$ cat src/rtl/dcalc_pkg.sv
package dcalc_pkg;

    localparam int CODE_W = 3;
    localparam int OP_W   = 3;
    localparam int N_OPND = 2;

    localparam logic [CODE_W-1:0] C_ZERO = 3'b000;
    localparam logic [CODE_W-1:0] C_ONE  = 3'b001;
    localparam logic [CODE_W-1:0] C_UNK  = 3'b010;
    localparam logic [CODE_W-1:0] C_DG   = 3'b011;
    localparam logic [CODE_W-1:0] C_DB   = 3'b100;

    localparam logic [OP_W-1:0] OP_BUF  = 3'b000;
    localparam logic [OP_W-1:0] OP_INV  = 3'b001;
    localparam logic [OP_W-1:0] OP_AND  = 3'b010;
    localparam logic [OP_W-1:0] OP_OR   = 3'b011;
    localparam logic [OP_W-1:0] OP_NAND = 3'b100;
    localparam logic [OP_W-1:0] OP_NOR  = 3'b101;

    // Composite value: unknown flag, fault-free bit, faulty bit.
    typedef struct packed {
        logic unk;
        logic good;
        logic bad;
    } pair_t;

    localparam pair_t P_UNK = '{unk: 1'b1, good: 1'b0, bad: 1'b0};

    function automatic logic p_is(pair_t p, logic v);
        return !p.unk && (p.good == v) && (p.bad == v);
    endfunction

    function automatic pair_t p_not(pair_t p);
        pair_t r;
        if (p.unk) r = P_UNK;
        else       r = '{unk: 1'b0, good: ~p.good, bad: ~p.bad};
        return r;
    endfunction

    function automatic pair_t p_and(pair_t a, pair_t b);
        pair_t r;
        if (p_is(a, 1'b0) || p_is(b, 1'b0)) r = '{unk: 1'b0, good: 1'b0, bad: 1'b0};
        else if (a.unk || b.unk)            r = P_UNK;
        else                                r = '{unk: 1'b0, good: a.good & b.good, bad: a.bad & b.bad};
        return r;
    endfunction

    function automatic pair_t p_or(pair_t a, pair_t b);
        pair_t r;
        if (p_is(a, 1'b1) || p_is(b, 1'b1)) r = '{unk: 1'b0, good: 1'b1, bad: 1'b1};
        else if (a.unk || b.unk)            r = P_UNK;
        else                                r = '{unk: 1'b0, good: a.good | b.good, bad: a.bad | b.bad};
        return r;
    endfunction

    function automatic logic [CODE_W-1:0] p_encode(pair_t p);
        logic [CODE_W-1:0] c;
        if (p.unk)                c = C_UNK;
        else if (p.good == p.bad) c = p.good ? C_ONE : C_ZERO;
        else if (p.good)          c = C_DG;
        else                      c = C_DB;
        return c;
    endfunction

endpackage

$ cat src/rtl/dcalc_operand_decode.sv
module dcalc_operand_decode
    import dcalc_pkg::*;
#(
    parameter int NUM = N_OPND
) (
    input  logic [NUM*CODE_W-1:0] codes_in,
    output pair_t [NUM-1:0]       pairs_out
);

    for (genvar i = 0; i < NUM; i++) begin : g_dec
        logic [CODE_W-1:0] code;
        assign code = codes_in[i*CODE_W +: CODE_W];

        always_comb begin
            unique case (code)
                C_ZERO:  pairs_out[i] = '{unk: 1'b0, good: 1'b0, bad: 1'b0};
                C_ONE:   pairs_out[i] = '{unk: 1'b0, good: 1'b1, bad: 1'b1};
                C_DG:    pairs_out[i] = '{unk: 1'b0, good: 1'b1, bad: 1'b0};
                C_DB:    pairs_out[i] = '{unk: 1'b0, good: 1'b0, bad: 1'b1};
                default: pairs_out[i] = P_UNK;
            endcase
        end
    end

endmodule

$ cat src/rtl/dcalc_gate_core.sv
module dcalc_gate_core
    import dcalc_pkg::*;
(
    input  logic [OP_W-1:0] op_in,
    input  pair_t           a_in,
    input  pair_t           b_in,
    output pair_t           y_out
);

    pair_t and_p;
    pair_t or_p;

    always_comb begin
        and_p = p_and(a_in, b_in);
        or_p  = p_or(a_in, b_in);
        unique case (op_in)
            OP_BUF:  y_out = a_in.unk ? P_UNK : a_in;
            OP_INV:  y_out = p_not(a_in);
            OP_AND:  y_out = and_p;
            OP_OR:   y_out = or_p;
            OP_NAND: y_out = p_not(and_p);
            OP_NOR:  y_out = p_not(or_p);
            default: y_out = P_UNK;
        endcase
    end

endmodule

$ cat src/rtl/dcalc_fault_inject.sv
module dcalc_fault_inject
    import dcalc_pkg::*;
(
    input  pair_t node_in,
    input  logic  en_in,
    input  logic  stuck_in,
    output pair_t node_out
);

    // The faulty half is forced to the stuck level; an unknown stays unknown.
    always_comb begin
        node_out = node_in;
        if (en_in && !node_in.unk) begin
            node_out.bad = stuck_in;
        end
    end

endmodule

$ cat src/rtl/dcalc_gate_eval.sv
module dcalc_gate_eval
    import dcalc_pkg::*;
(
    input  logic              clk,
    input  logic              rst_n,
    input  logic              valid_in,
    input  logic [OP_W-1:0]   op_in,
    input  logic [CODE_W-1:0] a_in,
    input  logic [CODE_W-1:0] b_in,
    input  logic              inj_en_in,
    input  logic              stuck_in,
    output logic              valid_out,
    output logic [CODE_W-1:0] result_out
);

    typedef struct packed {
        logic              vld;
        logic [CODE_W-1:0] res;
    } state_t;

    state_t           st_d;
    state_t           st_q;
    pair_t [N_OPND-1:0] opnd;
    pair_t            gate_y;
    pair_t            site_y;

    dcalc_operand_decode #(.NUM(N_OPND)) u_dec (
        .codes_in  ({b_in, a_in}),
        .pairs_out (opnd)
    );

    dcalc_gate_core u_core (
        .op_in (op_in),
        .a_in  (opnd[0]),
        .b_in  (opnd[1]),
        .y_out (gate_y)
    );

    dcalc_fault_inject u_inj (
        .node_in  (gate_y),
        .en_in    (inj_en_in),
        .stuck_in (stuck_in),
        .node_out (site_y)
    );

    always_comb begin
        st_d     = st_q;
        st_d.vld = valid_in;
        if (valid_in) begin
            st_d.res = p_encode(site_y);
        end
    end

    always_ff @(posedge clk or negedge rst_n) begin
        if (!rst_n) st_q <= '0;
        else        st_q <= st_d;
    end

    assign valid_out  = st_q.vld;
    assign result_out = st_q.res;

endmodule

$ cat config.mk
export PLATFORM = sky130hd
export DESIGN_NAME = dcalc_gate_eval
export DESIGN_NICKNAME = d
export VERILOG_FILES = /design/src/rtl/dcalc_pkg.sv /design/src/rtl/dcalc_operand_decode.sv /design/src/rtl/dcalc_gate_core.sv /design/src/rtl/dcalc_fault_inject.sv /design/src/rtl/dcalc_gate_eval.sv
export SDC_FILE = /design/constraint.sdc
export NUM_CORES = 1
export LEC_CHECK = 0
export ABC_AREA = 1
export BUFFER_PORTS_ARGS = -buffer_cell sky130_fd_sc_hd__buf_2
export CORE_MARGIN = 2
export CORE_UTILIZATION = 41
export DETAILED_ROUTE_END_ITERATION = 16
export PLACE_DENSITY = 0.68
export SYNTH_ARGS = -nofsm -noshare
export SYNTH_HDL_FRONTEND = slang
export SYNTH_SLANG_ARGS = --single-unit
$ cat constraint.sdc
create_clock -name clk -period 0.8 [get_ports clk]
set_input_delay 0.16 -clock clk [delete_from_list [all_inputs] [get_ports clk]]
set_output_delay 0.16 -clock clk [all_outputs]
set_load 0.03 [all_outputs]
Word level (Yosys, flattened, before mapping)
Cells that the tools add are included.
{"block": "totals", "input_bits": 14, "out_inout_bits": 4, "regBits": 4, "elab_cells": 60}
{"block": "classes", "eq_ne": 12, "n_mux": 16, "reduce_logical": 18, "bitwise_logic": 12}
{"op": "$mux 3", "n": 11}
{"op": "$pmux 3 s4", "n": 2}
{"op": "$pmux 3 s6", "n": 1}
{"op": "$eq 3x2->1 const B", "n": 4}
{"op": "$eq 3x3->1 const B", "n": 4}
{"op": "$eq 3x1->1 const B", "n": 3}
{"op": "$logic_and 1x1->1", "n": 9}
{"op": "$logic_not 3->1", "n": 3}
{"op": "$not 1->1", "n": 8}
{"op": "$logic_not 1->1", "n": 3}
{"op": "$logic_or 1x1->1", "n": 3}
{"op": "$and 1x1->1", "n": 2}
{"op": "$mux 1", "n": 2}
{"op": "$or 1x1->1", "n": 2}
{"op": "$eq 1x1->1", "n": 1}

Depth between registers and ports, before layout
{"block": "depth", "word_depth": 16, "mapped_depth": 13, "depth_no_buf": 13}

By module
From an unflattened synthesis, not the netlist that was laid out.
{"block": "hier_totals", "cells_unflattened": 104, "area_unflattened_um2": 576.8}
{"module": "dcalc_gate_core", "seq_area_each_um2": 0.0, "area_per_inst_um2": 314.1, "cells_per_inst": 62, "instances": 1}
{"module": "dcalc_gate_eval", "seq_area_each_um2": 100.1, "area_per_inst_um2": 152.6, "cells_per_inst": 17, "instances": 1}
{"module": "dcalc_operand_decode", "seq_area_each_um2": 0.0, "area_per_inst_um2": 75.1, "cells_per_inst": 18, "instances": 1}
{"module": "dcalc_fault_inject", "seq_area_each_um2": 0.0, "area_per_inst_um2": 35.0, "cells_per_inst": 7, "instances": 1}

Least setup slack after synthesis
Ideal clock, no wire load.
{"block": "synth_path", "path_type": "input port to flip-flop", "start": "in a_in[2]", "end": "reg st_q (netlist bit result_out[2])", "n_path_buf": 0, "cell_stages": 11, "setup_ps": 65, "slack_ps": -257, "t_arrival_ps": 992, "t_required_ps": 735, "path_cell_list": "inv_1 nand2_2 nand2_2 nand2_4 nand3_2 nand3_2 nor2_4 inv_2 nor2_1 nand3_1 nand2_1"}
{"block": "synth_between", "elab_chain_len": 15, "elab_cells_between_ends": 39, "classes_between": "eq/ne (4); mux (14); bitwise (10); reduce/logical (11)"}
{"item": "start, declared", "line_no": "dcalc_gate_eval.sv:8", "rtl": "input logic [CODE_W-1:0] a_in,"}
{"item": "$eq 3x3->1 (tied with other cells)", "line_no": "dcalc_operand_decode.sv:15", "rtl": "unique case (code)"}
{"item": "$pmux 3 s4 *", "line_no": "dcalc_operand_decode.sv:15"}
{"item": "$logic_not 1->1 or $not 1->1 (tied branches)", "line_no": "dcalc_pkg.sv:30, dcalc_pkg.sv:36"}
{"item": "$logic_and 1x1->1 (2 in series)", "line_no": "dcalc_pkg.sv:30", "rtl": "return !p.unk && (p.good == v) && (p.bad == v);"}
{"item": "$logic_or 1x1->1, on equally long branches", "line_no": "dcalc_pkg.sv:50, dcalc_pkg.sv:42"}
{"item": "$mux 3, on equally long branches", "line_no": "dcalc_pkg.sv:50, dcalc_pkg.sv:42"}
{"item": "$mux 3", "line_no": "dcalc_pkg.sv:35", "rtl": "if (p.unk) r = P_UNK;"}
{"item": "$pmux 3 s6 *", "line_no": "dcalc_gate_core.sv:16", "rtl": "unique case (op_in)"}
{"item": "$logic_not 1->1", "line_no": "dcalc_fault_inject.sv:13", "rtl": "if (en_in && !node_in.unk) begin"}
{"item": "$logic_and 1x1->1", "line_no": "dcalc_fault_inject.sv:13"}
{"item": "$mux 1", "line_no": "dcalc_fault_inject.sv:13"}
{"item": "$eq 1x1->1", "line_no": "dcalc_pkg.sv:59", "rtl": "else if (p.good == p.bad) c = p.good ? C_ONE : C_ZERO;"}
{"item": "$mux 3", "line_no": "dcalc_pkg.sv:59"}
{"item": "$mux 3 *", "line_no": "dcalc_pkg.sv:58", "rtl": "if (p.unk) c = C_UNK;"}
{"item": "end signal, assigned", "line_no": "dcalc_gate_eval.sv:56", "rtl": "else st_q <= st_d;"}
{"item": "end, declared", "line_no": "dcalc_gate_eval.sv:22", "rtl": "state_t st_q;"}
Every way passes the cells marked *; elsewhere a longest branch is shown, timed or not.
A chain may end at the register's enable or synchronous reset.

Worst setup path after layout
{"block": "layout_path", "start": "in a_in[2]", "end": "reg st_q (netlist bit result_out[1])"}
The elaborated chain is that of the path after synthesis.

==> results.ini <==
[cells_and_area]
drive_gt1_share_pct=52.4
num-nets-final=161
nFillCells=85
antennaDiodeCount=0
area_growth_pct=80.8

[drt]
drtIter0Drc=20
vias_per_cell=4.93
wl_um=1840
wl_per_cell_um=11.5
drc=0
antenna_left=0
drt-pass1-iter-count=6
dr_total_vias=789

[place]
globalplace.congestion=0.865
port_buffers=17
dp_hpwl_um=1190

[hold_path]
whs_endpoint=valid_out$_DFF_PN0_
hp-class=in2reg
hp-start=valid_in
whs_path_depth=1

[clocking]
cts_max_level=1
numCtsBuffers=3
clkTransAtPathRegs_ps=40
clock-root-buffer=clkbuf_4
clock_path_buffers=2
clk_latency_ps=240
cts_num_sinks=4
cts_tree=yes

[timing]
finalSetupTns_ps=-916
rsz0062_at_grt=yes
slew_headroom_pct=85.6
finalWorstSetupSlack_ps=-201
finalHoldViolations=0
drv_slew=0
fin_crit_ps=1000
tightest_slew_ps=216
fmax_mhz=999
final-setup-viol-count=7
hold_slack_ps=59.9
fin_skew_ps=0
period_share_pct=125

[critical_path]
worst-path-max-fanout=5
worst_ep_arrival_time_ps=1130
timing.rr.start=result_out[1]$_DFFE_PN0P_
critPathKind=in2reg
crit_buf_inv=3
r2r_end=result_out[1]$_DFFE_PN0P_
rr_worst_depth=5
required_ps=930
cp_top_family=simple AND/OR/NAND/NOR gates
rrSetupSlack_ps=-90
cpMaxStageDelayCell=nor2_1
max_stage_delay_ps=110
critPathCaptureType=flip-flop
crit_chain=buf_8 > inv_8 > nand2_8 > nand2_4 > nand2_4 > nand2_2 > nand2_1 > nor2_1 > nor2_1 > nand3_1 > nand3_1 > nand2_1 > inv_1
cp-start-kind=input pin

[synth]
synth.distinct_cells=15
synth.net_count=128
synth_area_per_cell_um2=5.26
ys_seq_area_share_pct=16.7
synth_seq_cells=4
synthCells=114
synth.cell_area_um2=599
yosysWarningCount=0

[power]
peakVddDrop_mv=0.438
leakage_nw=0.599
powerDensity_mw_per_mm2=1060

[grt]
grt_usage_pct=21.3
gr-total-overflow=0
grt_pass1_wl_um=2950
grt_max_degree=6
antenna_found_initial=0
grt_pass1_vias=732

[floorplanning]
dieArea_mm2=0.00178
pin_count=18
die_h_um=42.2
fp.coreArea_mm2=0.00133
die_x_um=42.2
row_count=13
initial_utilization_pct=44.9

[outcome]
status=complete, but fails checks
violations=negative setup slack

[run]
drv_cap=0

==> flip-flops by register name, indices dropped and copies added (netlist names) <==
| signal | cells |
|---|---|
| result_out | 3 |
| valid_out | 1 |
==> cells in the mapped netlist <==
master	number	share of area, %
nand2_2	7	7.3
nand2_1	46	29
nand3_1	9	7.5
inv_2	5	3.1
inv_1	17	11
nor3_2	1	1.7
dfrtp_1	4	17
nand2_4	1	1.9
nor3_1	1	0.83
o21ai_0	3	2.5
nand3_2	3	5.0
a21oi_1	2	1.7
nor2_4	2	3.8
nand4_1	1	1.0
nor2_1	12	7.5
==> where the power goes <==
group / internal, mW / switching [mW]
logic: 0.287 / 0.359
registers: 0.228 / 0.0177
clock network: 0.168 / 0.0848
total: 0.683 / 0.462
==> cell families (layout without fill, tap and decap cells) <==
family | count (synthesis) | count (layout) | synth area share (%)
flip-flops | 4 | 4 | 16.7
buffers and inverters | 22 | 53 | 13.8
AND/OR/NAND/NOR | 83 | 83 | 65.3
AO/OA/AOI/OAI | 5 | 5 | 4.17
==> how the worst max path moves through the flow <==
stage,from,to,slack [ps],cells past startpoint
2_1_floorplan,b_in[2],result_out[2]$_DFFE_PN0P_,-200,11
3_3_place_gp,op_in[1],result_out[1]$_DFFE_PN0P_,-450,11
3_5_place_dp,op_in[1],result_out[1]$_DFFE_PN0P_,-470,11
4_1_cts,a_in[0],result_out[1]$_DFFE_PN0P_,-170,13
5_1_grt,op_in[0],result_out[1]$_DFFE_PN0P_,-300,12
6_report,a_in[2],result_out[1]$_DFFE_PN0P_,-200,13
==> repair_timing <==
action                     in CTS  in global routing
cloned                          0                  0
hold endpoints to repair        4                  0
setup buffers                   3                  2
pin swaps                      21                 10
hold buffers                    1                  0
setup endpoints to repair       7                  7
resized for setup              45                 23
==> per-stage QoR <==
stage / area [um2] / power [mW] / utilization [%] / cells / worst slack [ps]
after floorplan: 632 / 0.531 / - / 114 / -201
after global placement: 773 / 0.664 / 58.0 / 151 / -449
after detailed placement: 773 / 0.670 / 58.0 / 151 / -472
after CTS: 988 / 1.06 / 74.1 / 158 / -171
after global routing: 1080 / 1.21 / 81.2 / 160 / -300
final: 1080 / 1.14 / 81.2 / 160 / -201
==> cells in the final DEF, fill, tap and decap left out, types with 4 or more instances in the layout <==
cell type  count
buf_2          4
buf_4         11
buf_6          9
dfrtp_1        4
inv_1         10
inv_2          5
inv_4          5
nand2_1       37
nand2_2        9
nand2_4        7
nand3_1        8
nor2_1         6
nor2_4         5
==> metal layers <==
metal | global-route usage (%) | part of all wire [%] | vias up
met2 | 40.0 | 54 | 20
met5 | 0 | 0 | -
li1 | - | - | 415
met1 | 25.0 | 40 | 346
met4 | 5.63 | 2.9 | 0
met3 | 2.59 | 3.1 | 8
==> final cells by class <==
| type | instances | area [um2] | share of cell area (%) |
|---|---|---|---|
| inverter | 22 | 110 | 10.2 |
| multi-input combinational | 88 | 563 | 52.0 |
| timing repair buffer | 28 | 269 | 24.8 |
| tap | 15 | 18.8 | 1.73 |
| clock buffer | 3 | 22.5 | 2.08 |
| sequential | 4 | 100 | 9.24 |
Note: power is estimated with default switching activity, not from simulation.
